--- src/rtl/intr_prio_pkg.sv ---
package intr_prio_pkg;
  localparam int unsigned NUM_RST = 3;
  localparam int unsigned NUM_NMI = 6;
  localparam int unsigned NUM_MSK = 15;
  localparam int unsigned NUM_SRC = NUM_NMI + NUM_MSK;
  localparam int unsigned IDX_W   = $clog2(NUM_SRC);
  localparam int unsigned PER_W   = NUM_MSK - 1;
  localparam int unsigned SEL_W   = 4;
  localparam int unsigned CFG_W   = SEL_W + 1;

  localparam int unsigned SRC_XIRQ = NUM_RST;
  localparam int unsigned SRC_IRQ  = NUM_NMI;

  localparam logic [SEL_W-1:0] SEL_IRQ_CODE = 4'b0110;
  localparam logic [SEL_W-1:0] SEL_NONE     = 4'b0101;

  typedef logic [IDX_W-1:0] src_idx_t;
  typedef logic [NUM_SRC-1:0] src_vec_t;

  typedef struct packed {
    logic             edge_mode;
    logic [SEL_W-1:0] sel;
  } prio_cfg_t;

  typedef struct packed {
    logic     hit;
    src_idx_t idx;
  } promo_t;

  // Codes at or above the IRQ code walk the tier from its head; lower codes
  // wrap onto its tail, so every maskable source has exactly one code.
  function automatic promo_t promo_decode(input logic [SEL_W-1:0] code);
    promo_t r;
    int     off;
    r.hit = 1'b0;
    r.idx = '0;
    if (code != SEL_NONE) begin
      if (code >= SEL_IRQ_CODE) off = int'(code) - int'(SEL_IRQ_CODE);
      else                      off = int'(code) + (2**SEL_W) - int'(SEL_IRQ_CODE);
      if (off < int'(NUM_MSK)) begin
        r.hit = 1'b1;
        r.idx = src_idx_t'(int'(NUM_NMI) + off);
      end
    end
    return r;
  endfunction
endpackage

--- src/rtl/intr_cfg_reg.sv ---
module intr_cfg_reg
  import intr_prio_pkg::*;
#(
  parameter logic [SEL_W-1:0] SEL_INIT  = SEL_IRQ_CODE,
  parameter logic             EDGE_INIT = 1'b0
) (
  input  logic             clk,
  input  logic             rst_n,
  input  logic             cfg_we,
  input  logic [CFG_W-1:0] cfg_wdata,
  output prio_cfg_t        cfg,
  output promo_t           promo
);
  prio_cfg_t cfg_q;

  always_ff @(posedge clk or negedge rst_n) begin
    if (!rst_n) begin
      cfg_q.sel       <= SEL_INIT;
      cfg_q.edge_mode <= EDGE_INIT;
    end else if (cfg_we) begin
      cfg_q <= prio_cfg_t'(cfg_wdata);
    end
  end

  assign cfg   = cfg_q;
  assign promo = promo_decode(cfg_q.sel);
endmodule

--- src/rtl/intr_req_cond.sv ---
module intr_req_cond
  import intr_prio_pkg::*;
(
  input  logic             clk,
  input  logic             rst_n,
  input  logic             por_req,
  input  logic             cmon_req,
  input  logic             wdog_req,
  input  logic             xirq_req,
  input  logic             illop_req,
  input  logic             swi_req,
  input  logic             irq_n,
  input  logic [PER_W-1:0] per_req,
  input  logic             i_mask,
  input  logic             x_mask,
  input  logic             edge_mode,
  input  logic             ack_valid,
  input  src_idx_t         ack_idx,
  output src_vec_t         req_vec
);
  logic irq_prev;
  logic irq_flag;
  logic irq_fell;
  logic irq_ack;
  logic irq_pend;
  logic [NUM_MSK-1:0] msk_raw;

  assign irq_fell = edge_mode & irq_prev & ~irq_n;
  assign irq_ack  = ack_valid && (ack_idx == src_idx_t'(SRC_IRQ));

  always_ff @(posedge clk or negedge rst_n) begin
    if (!rst_n) begin
      irq_prev <= 1'b1;
      irq_flag <= 1'b0;
    end else begin
      irq_prev <= irq_n;
      if (!edge_mode)    irq_flag <= 1'b0;
      else if (irq_fell) irq_flag <= 1'b1;
      else if (irq_ack)  irq_flag <= 1'b0;
    end
  end

  // A fresh edge outranks a clear arriving in the same cycle.
  assign irq_pend = edge_mode ? (irq_fell | (irq_flag & ~irq_ack)) : ~irq_n;

  assign req_vec[0]        = por_req;
  assign req_vec[1]        = cmon_req;
  assign req_vec[2]        = wdog_req;
  assign req_vec[SRC_XIRQ] = xirq_req & ~x_mask;
  assign req_vec[4]        = illop_req;
  assign req_vec[5]        = swi_req;

  assign msk_raw = {per_req, irq_pend};

  for (genvar g = 0; g < NUM_MSK; g++) begin : g_gate
    assign req_vec[NUM_NMI + g] = msk_raw[g] & ~i_mask;
  end
endmodule

--- src/rtl/intr_prio_pick.sv ---
module intr_prio_pick
  import intr_prio_pkg::*;
(
  input  src_vec_t req_vec,
  input  promo_t   promo,
  output logic     any,
  output src_idx_t pick_idx
);
  logic     nmi_hit;
  logic     msk_hit;
  logic     promo_take;
  src_idx_t nmi_idx;
  src_idx_t msk_idx;

  always_comb begin
    nmi_hit = 1'b0;
    nmi_idx = '0;
    for (int i = NUM_NMI - 1; i >= 0; i--) begin
      if (req_vec[i]) begin
        nmi_hit = 1'b1;
        nmi_idx = src_idx_t'(i);
      end
    end
  end

  always_comb begin
    msk_hit = 1'b0;
    msk_idx = '0;
    for (int i = NUM_SRC - 1; i >= int'(NUM_NMI); i--) begin
      if (req_vec[i]) begin
        msk_hit = 1'b1;
        msk_idx = src_idx_t'(i);
      end
    end
  end

  assign promo_take = promo.hit && req_vec[promo.idx];
  assign any        = nmi_hit | msk_hit;

  always_comb begin
    if (nmi_hit)         pick_idx = nmi_idx;
    else if (promo_take) pick_idx = promo.idx;
    else if (msk_hit)    pick_idx = msk_idx;
    else                 pick_idx = '0;
  end
endmodule

--- src/rtl/intr_prio_resolver.sv ---
module intr_prio_resolver
  import intr_prio_pkg::*;
#(
  parameter logic [SEL_W-1:0] SEL_INIT  = SEL_IRQ_CODE,
  parameter logic             EDGE_INIT = 1'b0
) (
  input  logic             clk,
  input  logic             rst_n,
  input  logic             por_req,
  input  logic             cmon_req,
  input  logic             wdog_req,
  input  logic             xirq_req,
  input  logic             illop_req,
  input  logic             swi_req,
  input  logic             irq_n,
  input  logic [PER_W-1:0] per_req,
  input  logic             i_mask,
  input  logic             x_mask,
  input  logic             cfg_we,
  input  logic [CFG_W-1:0] cfg_wdata,
  input  logic             ack_valid,
  input  logic [IDX_W-1:0] ack_idx,
  output logic             win_valid,
  output logic [IDX_W-1:0] win_idx
);
  prio_cfg_t cfg;
  promo_t    promo;
  src_vec_t  req_vec;
  logic      any;
  src_idx_t  pick_idx;

  intr_cfg_reg #(
    .SEL_INIT  (SEL_INIT),
    .EDGE_INIT (EDGE_INIT)
  ) u_cfg (
    .clk       (clk),
    .rst_n     (rst_n),
    .cfg_we    (cfg_we),
    .cfg_wdata (cfg_wdata),
    .cfg       (cfg),
    .promo     (promo)
  );

  intr_req_cond u_cond (
    .clk       (clk),
    .rst_n     (rst_n),
    .por_req   (por_req),
    .cmon_req  (cmon_req),
    .wdog_req  (wdog_req),
    .xirq_req  (xirq_req),
    .illop_req (illop_req),
    .swi_req   (swi_req),
    .irq_n     (irq_n),
    .per_req   (per_req),
    .i_mask    (i_mask),
    .x_mask    (x_mask),
    .edge_mode (cfg.edge_mode),
    .ack_valid (ack_valid),
    .ack_idx   (ack_idx),
    .req_vec   (req_vec)
  );

  intr_prio_pick u_pick (
    .req_vec  (req_vec),
    .promo    (promo),
    .any      (any),
    .pick_idx (pick_idx)
  );

  always_ff @(posedge clk or negedge rst_n) begin
    if (!rst_n) begin
      win_valid <= 1'b0;
      win_idx   <= '0;
    end else begin
      win_valid <= any;
      win_idx   <= pick_idx;
    end
  end
endmodule

--- config.mk ---
export PLATFORM = sky130hd
export DESIGN_NAME = intr_prio_resolver
export DESIGN_NICKNAME = d
export VERILOG_FILES = /design/src/rtl/intr_prio_pkg.sv /design/src/rtl/intr_cfg_reg.sv /design/src/rtl/intr_req_cond.sv /design/src/rtl/intr_prio_pick.sv /design/src/rtl/intr_prio_resolver.sv
export SDC_FILE = /design/constraint.sdc
export NUM_CORES = 1
export LEC_CHECK = 0
export BUFFER_PORTS_ARGS = -buffer_cell sky130_fd_sc_hd__buf_2
export CAP_MARGIN = 0
export CORE_ASPECT_RATIO = 1.4
export CORE_MARGIN = 1
export CORE_UTILIZATION = 40
export DETAILED_ROUTE_END_ITERATION = 8
export MAX_ROUTING_LAYER = met4
export PLACE_DENSITY = 0.61
export SLEW_MARGIN = 15
export SYNTH_ARGS = -nofsm -noshare
export SYNTH_HDL_FRONTEND = slang
export SYNTH_SLANG_ARGS = --single-unit
--- constraint.sdc ---
create_clock -name clk -period 4.39 [get_ports clk]
set_input_delay 0.2195 -clock clk [delete_from_list [all_inputs] [get_ports clk]]
set_output_delay 0.2195 -clock clk [all_outputs]
set_load 0.02 [all_outputs]
==> summary.md <==
| Metric | Value |
|---|---|
| Number of global-route vias before repair | about 1.4k |
| Antenna diodes | 0 |
| Vias | ~1.5k |
| Die area | slightly below 4000 um2 |
| Final period demand of the worst path | between 3 and 4 ns |
| WL/cell | ~15 um |
| Post-synth ARST share | 1.000 |
| Drt pass-1 iters | 4 |
| Flops & latches, synth | 13 |
| Congestion Overflow GR | 0 |
| Slew HR | 0.6029 |
| Post-detailed-route count of antenna-violating nets | 0 |
| Area contributors post-synth | dfrtp_1 (17%), dfstp_2 (5.4%), a21oi_1 (4.2%), ha_1 (3.5%), mux2i_1 (3.5%) |
| Startpoint Class | flop |
| Final GP Congestion | 0.9132 |
| Post-detail-place hpwl | 3.123 mm |
| Met1 Use GR | 0.2602 |
| First-pass GRT wire length | 6.279 mm |
| I/O Pins | 43 |
| Layout cells sized above 1 | 0.3052 |
| Number of library cell types mapped by synthesis | between 60 and 70 |
| Worst path arrival time | roughly 3.7 ns |
| Final TNS setup | 0 ns |
| Sequential-to-total area share from yosys stat | 0.2275 |
| Starting Density | 0.4242 |
| Max Fanout on Critical Path | 21 |
| Cell Area, Synth | between 1000 and 1500 um2 |
| Multi-input gate area | between 1000 and 1500 um2 |
| Fillers | between 300 and 400 |
| Fin. Hold Viols | 0 |
| Core region area | between 3000 and 4000 um2 |
| # Max-Cap Violations | 0 |
| RSZ-0062 raised after global routing | no |
| Die Wd | 52.82 um |
| Drt via density | just under 6 |
| Share of the synthesized area in the top cell type | 0.1730 |
| GRT met2 Usage | 0.3713 |
| Largest net degree at the start of global routing | 22 |
| Final setup fails | 0 |
| Nets@finish | around 260 |
| R2R setup slack | 0.78 ns |
| Pwr/cell area | 286.2 nW/um2 |
| Area grow syn2layout | 18.08% |
| Clk Latency, worst-skew pair | 0.25 ns |
| # DRC | 0 |
| Global Route Usage Sum | 0.2232 |
| Port Buf Inserts | 42 |
| Hold Crit Class | input port to flop |
| H-tree Lvls | 1 |
| CP Data Required Time | between 4 and 5 ns |
| Crit path kind | flop to flop |
| Main synth FF type | dfrtp_1 |
| Synthesized area per cell | ~8.3 um2 |
| Mapped Cells | approximately 180 |
| Setup Buffers After CTS | 0 |
| Synth cell count leaders | inv_1 (13), nor2_1 (13), a21oi_1 (12) |
| VDD IR max | between 0.15 and 0.2 mV |
| EDFF count, synth | 0 |
| Post-Layout Cell Count | between 200 and 300 |
| Initial antenna violation count | 0 |
| Num rows | 25 |
| Top Usage Layer GRT | met2 |
| Outcome | completed |
| Worst Clk Skew | around 0.0045 ns |
| Number of CTS-inserted buffers | 3 |
| P_leak | 0.7351 nW |
| Clock-pin slew on the worst setup and hold paths | approximately 0.06 ns |
| Warnings from Yosys | 0 |
| Cell taking the most area after synthesis | dfrtp_1 |
| Clock Path Buffers | 2 |
| Placed cell count | 248 |
| Pins Over Slew Limit | 0 |
| Root buffer cell | clkbuf_8 |
| Clock tree from TritonCTS | yes |
| Post-Syn Nets | about 220 |
| Total Wirelength | 3.802 mm |
| Die height | 73.15 um |
| CP Capture Type | flop |
| First DRT Iteration DRCs | 27 |
| Register area | about 330 um2 |
| CTS sink cnt | 13 |
| FMAX | ~280 MHz |
| Final Cycle Share | 0.8227 |
| Worst Tran Pin Value | roughly 0.59 ns |
| Met3 Use GR | 0.01875 |
cell usage in the layout (no fill, tap or decap), drive strengths merged, types with 3 or more instances in the layout:
master and instances:
nor4 4, inv 13, o31ai 3, mux2i 5, buf 42, o21bai 3
a311oi 3, o21ai 11, o22ai 3, nor3 5, dfstp 3, ha 4
clkbuf 3, nand2b 4, mux2 3, nor3b 4, a31oi 4, nand2 12
dfrtp 10, nor2 14, nor2b 5, a21oi 13
per-stage QoR:
stage          area, um2  worst slack [ns]  power, mW  hold slack [ns]    util
2_1_floorplan       1446             1.250     0.3257         -0.07609       -
3_3_place_gp        1652            0.8875     0.3759           0.1148  0.4844
3_5_place_dp        1652            0.8217     0.3801           0.1193  0.4844
4_1_cts             1708            0.8064     0.4909          0.08188  0.5009
5_1_grt             1708            0.5800     0.5234          0.08646  0.5009
6_report            1708            0.7783     0.4888          0.09026  0.5009
layer usage:
| layer | wire length [um] | vias to the layer above | part of all wire |
|---|---|---|---|
| met5 | 0 | - | 0 |
| met3 | 190 | 11 | 0.050 |
| met1 | 1629 | 696 | 0.43 |
| met4 | 117 | 0 | 0.031 |
| li1 | - | 744 | - |
| met2 | 1864 | 52 | 0.49 |
area by class of cell:
type                       count  area share
clock buffer                   3     0.02418
clock inverter                 1    0.002930
multi-input combinational    140      0.5934
tap                           40     0.02930
timing repair buffer          43      0.1289
sequential                    13      0.1927
inverter                      13     0.02857
critical path, cell delays in order (launching register included):
cell      delay, ns
dfstp_2        0.76
ha_1           0.21
inv_1          0.04
ha_1           0.16
o31ai_1        0.08
ha_1           0.48
nor2_4         0.08
nor4_4         0.57
a211oi_1       0.12
o311a_1        0.40
o211a_1        0.25
nor3_1         0.23
a311oi_2       0.07
path summary, 6_finish.rpt:
kind | cells past startpoint | endpoint | from
setup / recovery | 12 | win_idx[2] | u_cfg.cfg[1]
hold / removal | 1 | u_cond.irq_prev | irq_n
setup reg to reg | 12 | win_idx[2] | u_cfg.cfg[1]
hold reg to reg | 1 | u_cond.irq_flag | u_cfg.cfg[4]
max in group asynchronous | 2 | u_cfg.cfg[1] | rst_n
min in group asynchronous | 2 | win_idx[0] | rst_n
report_power, final:
part	leakage (nW)	switching [mW]	internal (mW)
Combinational	0.553	0.135	0.104
Sequential	0.157	0.0128	0.129
Clock	0.0255	0.0447	0.0628
Total	0.735	0.192	0.296
kinds of logic (layout without fill, tap and decap cells):
kind of cell / count (synthesis) / in the layout / share of synthesized area
simple gates: 66 / 66 / 0.2898
compound gates: 61 / 61 / 0.3123
buf+inv: 22 / 60 / 0.07180
flops: 13 / 13 / 0.2275
mux: 8 / 8 / 0.05796
fa+ha+maj: 4 / 4 / 0.03460
xor+xnor: 1 / 1 / 0.006056
registers in the layout, summed over array words and instances, names as in the netlist:
name,count
u_cond.irq_flag,1
win_idx,5
u_cond.irq_prev,1
win_valid,1
u_cfg.cfg,5
repair_timing:
| item | CTS | global route |
|---|---|---|
| resized for setup | 0 | 0 |
| hold buffers | 1 | 0 |
| endpoints found under the hold margin | 10 | 0 |
Power figures use the tool's default switching activity.
